**config.mk**
```make
export PLATFORM = sky130hd
export DESIGN_NAME = mdrop_uart_rx
export DESIGN_NICKNAME = d
export VERILOG_FILES = /design/src/rtl/urx_pkg.sv /design/src/rtl/urx_vote.sv /design/src/rtl/urx_ctrl.sv /design/src/rtl/urx_idle.sv /design/src/rtl/urx_sat_cnt.sv /design/src/rtl/mdrop_uart_rx.sv
export SDC_FILE = /design/constraint.sdc
export NUM_CORES = 1
export LEC_CHECK = 0
export CAP_MARGIN = 25
export CORE_MARGIN = 2
export CORE_UTILIZATION = 35
export DETAILED_ROUTE_END_ITERATION = 7
export SLEW_MARGIN = 20
export SYNTH_ARGS = -nofsm -noshare
export SYNTH_HDL_FRONTEND = slang
export SYNTH_HIERARCHICAL = 1
export SYNTH_SLANG_ARGS = --single-unit
```
**constraint.sdc**
```tcl
create_clock -name clk -period 5.62 [get_ports clk]
set_input_delay 1.405 -clock clk [delete_from_list [all_inputs] [get_ports clk]]
set_output_delay 1.405 -clock clk [all_outputs]
set_load 0.02 [all_outputs]
```
**src/rtl/urx_pkg.sv**
```systemverilog
package urx_pkg;
   localparam int DW       = 8;
   localparam int MAX_BITS = 12;
   localparam int NCNT     = 4;
   localparam int CI_NOISE = 0;
   localparam int CI_FRAME = 1;
   localparam int CI_PAR   = 2;
   localparam int CI_BRK   = 3;

   localparam logic [1:0] PAR_EVEN = 2'b01;
   localparam logic [1:0] PAR_ODD  = 2'b10;

   typedef enum logic [2:0] {
      ST_HUNT, ST_START, ST_DATA, ST_ADDR, ST_PAR, ST_STOP, ST_MARK
   } rx_state_e;

   typedef struct packed {
      logic [DW-1:0] data;
      logic          addr;
      logic          par_err;
      logic          frame_err;
      logic          noise;
      logic          brk;
   } rx_char_t;
endpackage

```
**src/rtl/urx_vote.sv**
```systemverilog
module urx_vote #(
   parameter int OVS = 16
) (
   input  logic                    clk,
   input  logic                    rst_n,
   input  logic                    tick,
   input  logic                    rxd,
   input  logic [$clog2(OVS)-1:0]  phase,
   output logic                    line_s,
   output logic                    vote,
   output logic                    noisy
);
   localparam int PH_W = $clog2(OVS);
   localparam logic [PH_W-1:0] PH_A = PH_W'(OVS/2 - 1);
   localparam logic [PH_W-1:0] PH_B = PH_W'(OVS/2);

   logic meta_q, sync_q;
   logic smp_a, smp_b;

   always_ff @(posedge clk) begin
      if (!rst_n) begin
         meta_q <= 1'b1;
         sync_q <= 1'b1;
      end else begin
         meta_q <= rxd;
         sync_q <= meta_q;
      end
   end

   always_ff @(posedge clk) begin
      if (!rst_n) begin
         smp_a <= 1'b1;
         smp_b <= 1'b1;
      end else if (tick) begin
         if (phase == PH_A) smp_a <= sync_q;
         if (phase == PH_B) smp_b <= sync_q;
      end
   end

   assign line_s = sync_q;
   assign vote   = (smp_a & smp_b) | (smp_a & sync_q) | (smp_b & sync_q);
   assign noisy  = (smp_a ^ smp_b) | (smp_b ^ sync_q);
endmodule

```
**src/rtl/urx_ctrl.sv**
```systemverilog
module urx_ctrl
   import urx_pkg::*;
#(
   parameter int OVS = 16
) (
   input  logic                    clk,
   input  logic                    rst_n,
   input  logic                    tick,
   input  logic                    line_s,
   input  logic                    vote,
   input  logic                    noisy,
   input  logic                    cfg_len8,
   input  logic                    cfg_addr_en,
   input  logic [1:0]              cfg_par,
   output logic [$clog2(OVS)-1:0]  phase,
   output logic                    hunting,
   output logic                    ch_valid,
   output rx_char_t                ch
);
   localparam int PH_W = $clog2(OVS);
   localparam logic [PH_W-1:0] PH_C    = PH_W'(OVS/2 + 1);
   localparam logic [PH_W-1:0] PH_LAST = PH_W'(OVS - 1);

   rx_state_e     state;
   logic [DW-1:0] shreg;
   logic [2:0]    bit_idx;
   logic          addr_q, par_q, noise_acc;

   logic          par_on;
   logic [2:0]    last_idx;
   logic [DW-1:0] data_now;
   logic          par_sum, par_err_now;
   rx_state_e     after_data, after_addr;

   always_comb begin
      par_on      = (cfg_par == PAR_EVEN) || (cfg_par == PAR_ODD);
      last_idx    = cfg_len8 ? 3'd7 : 3'd6;
      data_now    = cfg_len8 ? shreg : {1'b0, shreg[DW-1:1]};
      par_sum     = (^data_now) ^ (cfg_addr_en & addr_q) ^ par_q;
      par_err_now = (cfg_par == PAR_EVEN) ? par_sum :
                    (cfg_par == PAR_ODD)  ? ~par_sum : 1'b0;
      after_addr  = par_on ? ST_PAR : ST_STOP;
      after_data  = cfg_addr_en ? ST_ADDR : after_addr;
   end

   assign hunting = (state == ST_HUNT);

   always_ff @(posedge clk) begin
      if (!rst_n) begin
         state     <= ST_HUNT;
         phase     <= '0;
         shreg     <= '0;
         bit_idx   <= '0;
         addr_q    <= 1'b0;
         par_q     <= 1'b0;
         noise_acc <= 1'b0;
         ch_valid  <= 1'b0;
         ch        <= '0;
      end else begin
         ch_valid <= 1'b0;
         if (tick) begin
            case (state)
               ST_HUNT: begin
                  if (!line_s) begin
                     state     <= ST_START;
                     phase     <= PH_W'(1);
                     noise_acc <= 1'b0;
                  end
               end
               ST_MARK: begin
                  if (line_s) state <= ST_HUNT;
               end
               default: begin
                  phase <= (phase == PH_LAST) ? '0 : phase + 1'b1;
                  if (phase == PH_C) begin
                     case (state)
                        ST_START: begin
                           if (vote) state <= ST_HUNT;
                           else      noise_acc <= noisy;
                        end
                        ST_DATA: begin
                           shreg     <= {vote, shreg[DW-1:1]};
                           noise_acc <= noise_acc | noisy;
                        end
                        ST_ADDR: begin
                           addr_q    <= vote;
                           noise_acc <= noise_acc | noisy;
                        end
                        ST_PAR: begin
                           par_q     <= vote;
                           noise_acc <= noise_acc | noisy;
                        end
                        ST_STOP: begin
                           ch.data      <= data_now;
                           ch.addr      <= cfg_addr_en & addr_q;
                           ch.par_err   <= par_err_now;
                           ch.frame_err <= ~vote;
                           ch.noise     <= noise_acc | noisy;
                           ch.brk       <= ~vote && (data_now == '0);
                           ch_valid     <= 1'b1;
                           state        <= vote ? ST_HUNT : ST_MARK;
                        end
                        default: ;
                     endcase
                  end
                  if (phase == PH_LAST) begin
                     case (state)
                        ST_START: begin
                           state   <= ST_DATA;
                           bit_idx <= '0;
                        end
                        ST_DATA: begin
                           if (bit_idx == last_idx) state <= after_data;
                           else bit_idx <= bit_idx + 1'b1;
                        end
                        ST_ADDR: state <= after_addr;
                        ST_PAR:  state <= ST_STOP;
                        default: ;
                     endcase
                  end
               end
            endcase
         end
      end
   end
endmodule

```
**src/rtl/urx_idle.sv**
```systemverilog
module urx_idle #(
   parameter int W = 8
) (
   input  logic         clk,
   input  logic         rst_n,
   input  logic         tick,
   input  logic         arm,
   input  logic [W-1:0] limit,
   output logic         pulse
);
   logic [W-1:0] run_q;

   always_ff @(posedge clk) begin
      if (!rst_n) begin
         run_q <= '0;
         pulse <= 1'b0;
      end else begin
         pulse <= 1'b0;
         if (!arm) begin
            run_q <= '0;
         end else if (tick && run_q != limit) begin
            run_q <= run_q + 1'b1;
            if (run_q == limit - 1'b1) pulse <= 1'b1;
         end
      end
   end
endmodule

```
**src/rtl/urx_sat_cnt.sv**
```systemverilog
module urx_sat_cnt #(
   parameter int W = 16
) (
   input  logic         clk,
   input  logic         rst_n,
   input  logic         clr,
   input  logic         inc,
   output logic [W-1:0] cnt
);
   always_ff @(posedge clk) begin
      if (!rst_n)                 cnt <= '0;
      else if (clr)               cnt <= '0;
      else if (inc && cnt != '1)  cnt <= cnt + 1'b1;
   end
endmodule

```
**src/rtl/mdrop_uart_rx.sv**
```systemverilog
module mdrop_uart_rx
   import urx_pkg::*;
#(
   parameter int OVS   = 16,
   parameter int CNT_W = 16
) (
   input  logic             clk,
   input  logic             rst_n,
   input  logic             tick16,
   input  logic             rxd,
   input  logic             cfg_len8,
   input  logic             cfg_addr_en,
   input  logic [1:0]       cfg_par,
   input  logic             cnt_clr,
   output logic [7:0]       rx_data,
   output logic             rx_addr,
   output logic             rx_valid,
   output logic             rx_par_err,
   output logic             rx_frame_err,
   output logic             rx_noise,
   output logic             rx_break,
   output logic             rx_idle,
   output logic [CNT_W-1:0] cnt_noise,
   output logic [CNT_W-1:0] cnt_frame,
   output logic [CNT_W-1:0] cnt_parity,
   output logic [CNT_W-1:0] cnt_break
);
   localparam int PH_W  = $clog2(OVS);
   localparam int IDL_W = $clog2(OVS * MAX_BITS + 1);

   if (OVS < 8 || OVS > 64) begin : g_bad_ovs
      $error("mdrop_uart_rx: OVS must lie in 8..64");
   end
   if (CNT_W < 2 || CNT_W > 32) begin : g_bad_cnt
      $error("mdrop_uart_rx: CNT_W must lie in 2..32");
   end

   logic            line_s, vote, noisy, hunting, ch_valid;
   logic [PH_W-1:0] phase;
   rx_char_t        ch;
   int              nbits;
   logic [IDL_W-1:0] idle_lim;
   logic [NCNT-1:0] inc;
   logic [CNT_W-1:0] cnt_q [NCNT];

   urx_vote #(.OVS(OVS)) u_vote (
      .clk(clk), .rst_n(rst_n), .tick(tick16), .rxd(rxd), .phase(phase),
      .line_s(line_s), .vote(vote), .noisy(noisy)
   );

   urx_ctrl #(.OVS(OVS)) u_ctrl (
      .clk(clk), .rst_n(rst_n), .tick(tick16), .line_s(line_s), .vote(vote),
      .noisy(noisy), .cfg_len8(cfg_len8), .cfg_addr_en(cfg_addr_en),
      .cfg_par(cfg_par), .phase(phase), .hunting(hunting),
      .ch_valid(ch_valid), .ch(ch)
   );

   always_comb begin
      nbits = 2 + (cfg_len8 ? 8 : 7) + (cfg_addr_en ? 1 : 0)
                + ((cfg_par == PAR_EVEN || cfg_par == PAR_ODD) ? 1 : 0);
      idle_lim = IDL_W'(OVS * nbits);
   end

   urx_idle #(.W(IDL_W)) u_idle (
      .clk(clk), .rst_n(rst_n), .tick(tick16), .arm(hunting & line_s),
      .limit(idle_lim), .pulse(rx_idle)
   );

   always_comb begin
      inc[CI_NOISE] = ch_valid & ch.noise;
      inc[CI_FRAME] = ch_valid & ch.frame_err;
      inc[CI_PAR]   = ch_valid & ch.par_err;
      inc[CI_BRK]   = ch_valid & ch.brk;
   end

   for (genvar i = 0; i < NCNT; i++) begin : g_cnt
      urx_sat_cnt #(.W(CNT_W)) u_cnt (
         .clk(clk), .rst_n(rst_n), .clr(cnt_clr), .inc(inc[i]), .cnt(cnt_q[i])
      );
   end

   assign cnt_noise    = cnt_q[CI_NOISE];
   assign cnt_frame    = cnt_q[CI_FRAME];
   assign cnt_parity   = cnt_q[CI_PAR];
   assign cnt_break    = cnt_q[CI_BRK];
   assign rx_data      = ch.data;
   assign rx_addr      = ch.addr;
   assign rx_valid     = ch_valid;
   assign rx_par_err   = ch.par_err;
   assign rx_frame_err = ch.frame_err;
   assign rx_noise     = ch.noise;
   assign rx_break     = ch.brk;
endmodule

```
==> flow_summary.yaml, run 1 <==
clock_tree:
  clock-sinks: 112
  clk_pin_slew_worst_paths_ns: 0.08
  clock-root-buffer: "clkbuf_16"
  cts_buffers: 9
  insertion_delay_ns: 0.36
  cts_resized: 0
  cts_setup_buffers: 0
  clockBufferDepth: 2
  h-tree-depth: 3
  postCtsHoldBufs: 0
  tritoncts: "built"
drt:
  vias: 5580
  via_per_inst: 5.324
  drc_errors: 0
  avgRoutedWirePerCell_um: 14.49
  drt_iter0_drc: 262
  ant_nets: 0
  wl_um: 15190
  drt_pass1_iterations: 4
yosys:
  ys.flop_type: "dfxtp_1"
  synthArstFlopShare: 0
  ys_types: 77
  yosys-top-cells-area: "dfxtp_1 (35%), nor2_1 (4.4%), mux2i_1 (4.4%)"
  synth-seq-cells: 112
  synth_area_um2: 6417
  synth_top_area_cell: "dfxtp_1"
  yosys-top-cells-count: "dfxtp_1 (112), nor2_1 (75), nand2_1 (42), a21oi_1 (38), o21ai_0 (30)"
  yosysMostFrequentCell: "dfxtp_1"
  synth_area_per_cell_um2: 9.001
  synth_seq_area_share: 0.3494
  yosys_warnings: 6
  synth_top_area_frac: 0.3494
  synth_edf_count: 0
  synth_cells: 713
setup_path:
  r2r_slack_ns: 3.46
  reg2reg_depth: 5
  crit_chain: "clkdlybuf4s50_1 -> fa_1 -> inv_1 -> or3_4 -> o21a_1 -> or3_1 -> a2111oi_2"
  required_ns: 5.88
  critPathKind: "in -> reg"
  cp_slowest_cell: "clkdlybuf4s50_1"
  critPathLaunch: "cfg_len8"
  setup.worst_path.start_class: "input pin"
  critPathCaptureType: "register"
  crit_path_max_fanout: 12
  r2r-start: "u_ctrl/phase[0]"
  max_stage_delay_ns: 0.75
  r2r_end: "u_ctrl/ch[11]"
  arrival_ns: 4.14
timing:
  setup_tns_ns: 0
  maxSlewViolCount: 0
  min_period_ns: 3.880
  period_share: 0.6904
  hold_viol_final: 0
  holdWs_ns: 0.4273
  max_freq_mhz: 257.7
  relSlewSlack: 0.3436
  fin_worst_skew_ns: 0.009704
  rsz0062_at_grt: "no"
  fin_ws_ns: 1.740
  setup_viol: 0
  worstMarginPinSlew_ns: 0.9835
cells_and_area:
  drive_gt1_frac: 0.07814
  fillers: 1796
  final_cells: 1048
  multi_input_area_um2: 4086
  antennaDiodeCount: 0
  fin_nets: 842
  register_area_um2: 2242
  area_delta_synth_final_pct: 22.46
pwr:
  power.density_nw_per_um2: 193.1
  power.leakage_nw: 2.796
  irDropWorstVdd_uv: 149.8
run_status:
  status: "finished, final reports clean"
die:
  ioPinCount: 88
  coreArea_um2: 17960
  initial_core_util: 0.3572
  die_h_um: 139.4
  die_area_um2: 19440
  die_w_um: 139.4
  rows: 49
worst_hold_path:
  hold-path-cell-count: 1
  hold_path_class: "reg -> reg"
  min-delay-start: "u_vote/meta_q"
  min_to: "u_vote/line_s"
grt:
  antenna_found_initial: 0
  grt_pass1_vias: 4953
  grt_usage: 0.1578
  grt_start_max_net_pins: 32
  grt_pass1_wl_um: 25490
  grt_overflow_total: 0
place:
  gp_congestion: 0.8119
  dp_slack_ns: 1.327
  dp_hpwl_um: 10990
  portBuffers: 87
  dp_cells: 1032
job:
  max_cap_viol_count: 0
-- placed cells by master (no fill, tap or decap), types with 8 or more instances in the layout --
cell	n
xor2_1	18
o311ai_0	8
conb_1	24
o31ai_1	8
nand4_1	17
xnor2_1	16
and2_1	18
nor2b_1	8
clkdlybuf4s50_1	87
inv_1	21
a211oi_1	12
a21oi_1	38
nand2b_1	16
ha_1	18
or4_1	9
mux2i_1	28
or3_1	11
nor2_1	75
and4_2	8
nand4_4	8
nor4_1	14
nor3_1	15
o21ai_0	30
dfxtp_1	112
nand2_1	42
o41ai_1	8
clkbuf_16	9
nand3_1	24
-- area by class of cell --
cell class,instances,share of cell area
Multi-Input combinational cell,581,0.5200
Sequential cell,112,0.2853
Timing Repair Buffer,89,0.1127
Tap cell,229,0.03646
Clock buffer,9,0.02866
Inverter,21,0.01003
Clock inverter,7,0.006846
-- per-layer routing --
layer	wire length (µm)	share of wire	up-vias	GRT usage
met3	558	0.037	6	0.03544
li1	-	-	2878	-
met5	0	0	-	0
met2	7045	0.46	93	0.2536
met1	7441	0.49	2603	0.2160
met4	141	0.0093	0	0.03721
-- worst max-delay path, delay by kind of cell --
kind / cells / cell delay (ns)
adder cells (fa/ha/maj): 1 / 0.68
buffers and inverters: 2 / 0.84
AND/OR/NAND/NOR: 2 / 0.71
AO/OA/AOI/OAI: 2 / 0.52
-- metrics by stage --
step | util | cell area (µm²) | power (mW)
after floorplan | - | 6500 | 0.8828
after global placement | 0.4220 | 7580 | 0.9088
after detailed placement | 0.4220 | 7580 | 0.9091
after CTS | 0.4375 | 7859 | 1.546
after global routing | 0.4375 | 7859 | 1.587
final | 0.4375 | 7859 | 1.518
-- kinds of logic (layout without fill, tap and decap cells) --
group / after synthesis / in the layout / share of synthesized area
xor gates and xnor gates: 34 / 34 / 0.04640
DFF: 112 / 112 / 0.3494
buffers and inverters: 42 / 126 / 0.02671
AOI/OAI and AO/OA: 168 / 168 / 0.2004
other: 2 / 24 / 0.001170
and+or+nand+nor: 308 / 308 / 0.2940
adders and majority gates: 19 / 19 / 0.03821
muxes: 28 / 28 / 0.04367
-- worst max path at each step --
stage / slack [ns] / endpoint
after floorplan: 2.28 / u_idle/pulse
after global placement: 1.38 / u_idle/pulse
after detailed placement: 1.33 / u_idle/pulse
after CTS: 1.73 / u_idle/pulse
after global routing: 1.47 / u_idle/pulse
final: 1.74 / u_idle/pulse
-- sequential cells by signal, indices dropped and copies added (netlist names), 3 cells and up --
name / cells
u_ctrl/state: 3
u_ctrl/phase: 4
u_ctrl/shreg: 8
g_cnt.u_cnt/cnt: 64
u_ctrl/bit_idx: 3
u_idle/run_q: 8
u_ctrl/ch: 13
-- report_power, final --
part	total [mW]	switching (mW)	leakage [nW]	internal (mW)
clock network	0.628	0.321	0.141	0.307
logic	0.0880	0.0545	1.75	0.0335
registers	0.802	0.00667	0.903	0.796
total	1.52	0.382	2.80	1.14
Note: power is estimated with default switching activity, not from simulation.
==> inputs of run 2 (changes only) <==
- clock period: 5.62 -> 4 ns (I/O delays scaled with it)
==> run 2 against run 1 <==
Compared with the run above:
- clock skew shrank 0.0026 ns
- cell count up 0.29%
- sequential cell count did not move
- via count down 0.29%
- critical path depth grew 1
- count of clock-buffer cells in the layout is the same
- non-clock buffer count rose by 3
- core utilization increased by 0.14 points
- first-iteration DRC count decreased by 1.5%
- global-route usage increased by 0.060 points
- highest routed layer unchanged
==> flow_summary.yaml, run 2 (synthesized netlist as in run 1, its figures left out) <==
setup_path:
  critPathKind: "in -> reg"
  required_ns: 4.26
  r2r-start: "u_ctrl/state[0]"
  critPathLaunch: "cfg_addr_en"
  crit_path_max_fanout: 6
  setup.worst_path.start_class: "input pin"
  arrival_ns: 3.46
  r2r_slack_ns: 1.81
  r2r_end: "u_idle/pulse"
  crit_path_end: "u_idle/pulse"
  reg2reg_depth: 6
  critPathCaptureType: "register"
grt:
  grt_usage: 0.1584
  antenna_found_initial: 0
  grt_overflow_total: 0
  grt_pass1_wl_um: 25680
  grt_pass1_vias: 5001
  grt_start_max_net_pins: 23
drt:
  drt_pass1_iterations: 6
  via_per_inst: 5.294
  ant_nets: 0
  vias: 5564
  wl_um: 15320
  drt_iter0_drc: 258
  avgRoutedWirePerCell_um: 14.58
  drc_errors: 0
pwr:
  power.density_nw_per_um2: 270.5
  intPower_mw: 1.598
  p_switching_mw: 0.5346
  pwr-share-comb: 0.060
  irDropWorstVdd_uv: 189.7
  p_sw_frac: 0.2507
  power.leakage_nw: 2.811
  p_clk_frac: 0.412
  p_seq_frac: 0.529
timing:
  holdWs_ns: 0.4366
  setup_viol: 0
  maxSlewViolCount: 0
  relSlewSlack: 0.5516
  rsz0062_at_grt: "no"
  worstMarginPinSlew_ns: 0.6727
  hold_viol_final: 0
  min_period_ns: 3.205
  max_freq_mhz: 312.0
  setup_tns_ns: 0
  fin_worst_skew_ns: 0.007135
  period_share: 0.8013
die:
  coreArea_um2: 17960
  rows: 49
  die_area_um2: 19440
  ioPinCount: 88
  die_w_um: 139.4
  initial_core_util: 0.3572
  die_h_um: 139.4
place:
  gp_congestion: 0.7679
  portBuffers: 87
  dp_hpwl_um: 11060
clock_tree:
  tritoncts: "built"
  cts_buffers: 9
  clockBufferDepth: 2
  clk_pin_slew_worst_paths_ns: 0.08
  postCtsHoldBufs: 0
  h-tree-depth: 3
  cts_resized: 0
  cts_setup_buffers: 0
  insertion_delay_ns: 0.36
  clock-sinks: 112
  clock-root-buffer: "clkbuf_16"
cells_and_area:
  drive_gt1_frac: 0.08151
  area_delta_synth_final_pct: 22.85
  fin_nets: 845
  top_register: "g_cnt.u_cnt/cnt"
  top_regs: "g_cnt.u_cnt/cnt: 64 flops, u_ctrl/ch: 13 flops"
  final_cell_mix: "dfxtp_1 (112), clkdlybuf4s50_1 (87), nor2_1 (75)"
  antennaDiodeCount: 0
  largest_register_ffs: 64
  final_common_cell: "dfxtp_1"
worst_hold_path:
  hold-path-cell-count: 1
  hold_path_class: "reg -> reg"
run_status:
  status: "finished, final reports clean"
job:
  max_cap_viol_count: 0
[run 2: changes by cell type in the layout (fill, tap and decap cells not counted), sizes merged]
cell,change
buf,+3
inv,-1
clkinv,+1
[run 2: how the worst min path moves through the flow]
| stage | endpoint | startpoint | slack (ns) |
|---|---|---|---|
| global placement | u_vote/line_s | u_vote/meta_q | 0.42 |
| floorplan | u_vote/line_s | u_vote/meta_q | 0.39 |
| detailed placement | u_vote/line_s | u_vote/meta_q | 0.41 |
| global route | u_vote/line_s | u_vote/meta_q | 0.46 |
| CTS | u_vote/line_s | u_vote/meta_q | 0.44 |
| finish | u_vote/line_s | u_vote/meta_q | 0.44 |
[run 2: area by class of cell]
| class | count | area [µm²] |
|---|---|---|
| fillers | 1804 | 10080 |
| multi-input cells | 581 | 4086 |
| flip-flops and latches | 112 | 2242 |
| repair buffers | 92 | 908.4 |
| well taps | 229 | 286.5 |
| clock buffers | 9 | 225.2 |
| inverters | 21 | 78.83 |
| clock inverters | 7 | 56.30 |
[run 2: critical path: stages]
cell and delay (ns):
clkdlybuf4s50_1 0.57, inv_1 0.10, fa_1 0.50, inv_1 0.07
or3_4 0.34, o21a_1 0.18, or3_1 0.35, a2111oi_2 0.34
[run 2: stage by stage]
step / area, µm² / utilization / setup WS [ns] / instances / total power [mW]
after floorplan: 6500 / - / 1.063 / 735 / 1.240
after global placement: 7602 / 0.4232 / 0.4457 / 1035 / 1.280
after detailed placement: 7602 / 0.4232 / 0.4015 / 1035 / 1.280
after CTS: 7884 / 0.4389 / 0.8046 / 1051 / 2.178
after global routing: 7884 / 0.4389 / 0.6033 / 1051 / 2.242
final: 7884 / 0.4389 / 0.7949 / 1051 / 2.133
[run 2: layer usage]
metal	part of all wire	track usage	wire length [µm]	up-vias
met5	0	0	0	-
met4	0.0056	0.03349	86	0
met3	0.036	0.03682	556	7
met2	0.46	0.2544	7083	102
met1	0.50	0.2179	7596	2581
li1	-	-	-	2874
[run 2: power by group through the flow]
stage               clock network [mW]  logic (mW)  registers, mW
global route                     0.970       0.143           1.13
finish                           0.878       0.127           1.13
global placement                     0       0.126           1.15
CTS                              0.924       0.127           1.13
detailed placement                   0       0.127           1.15
floorplan                            0      0.0915           1.15
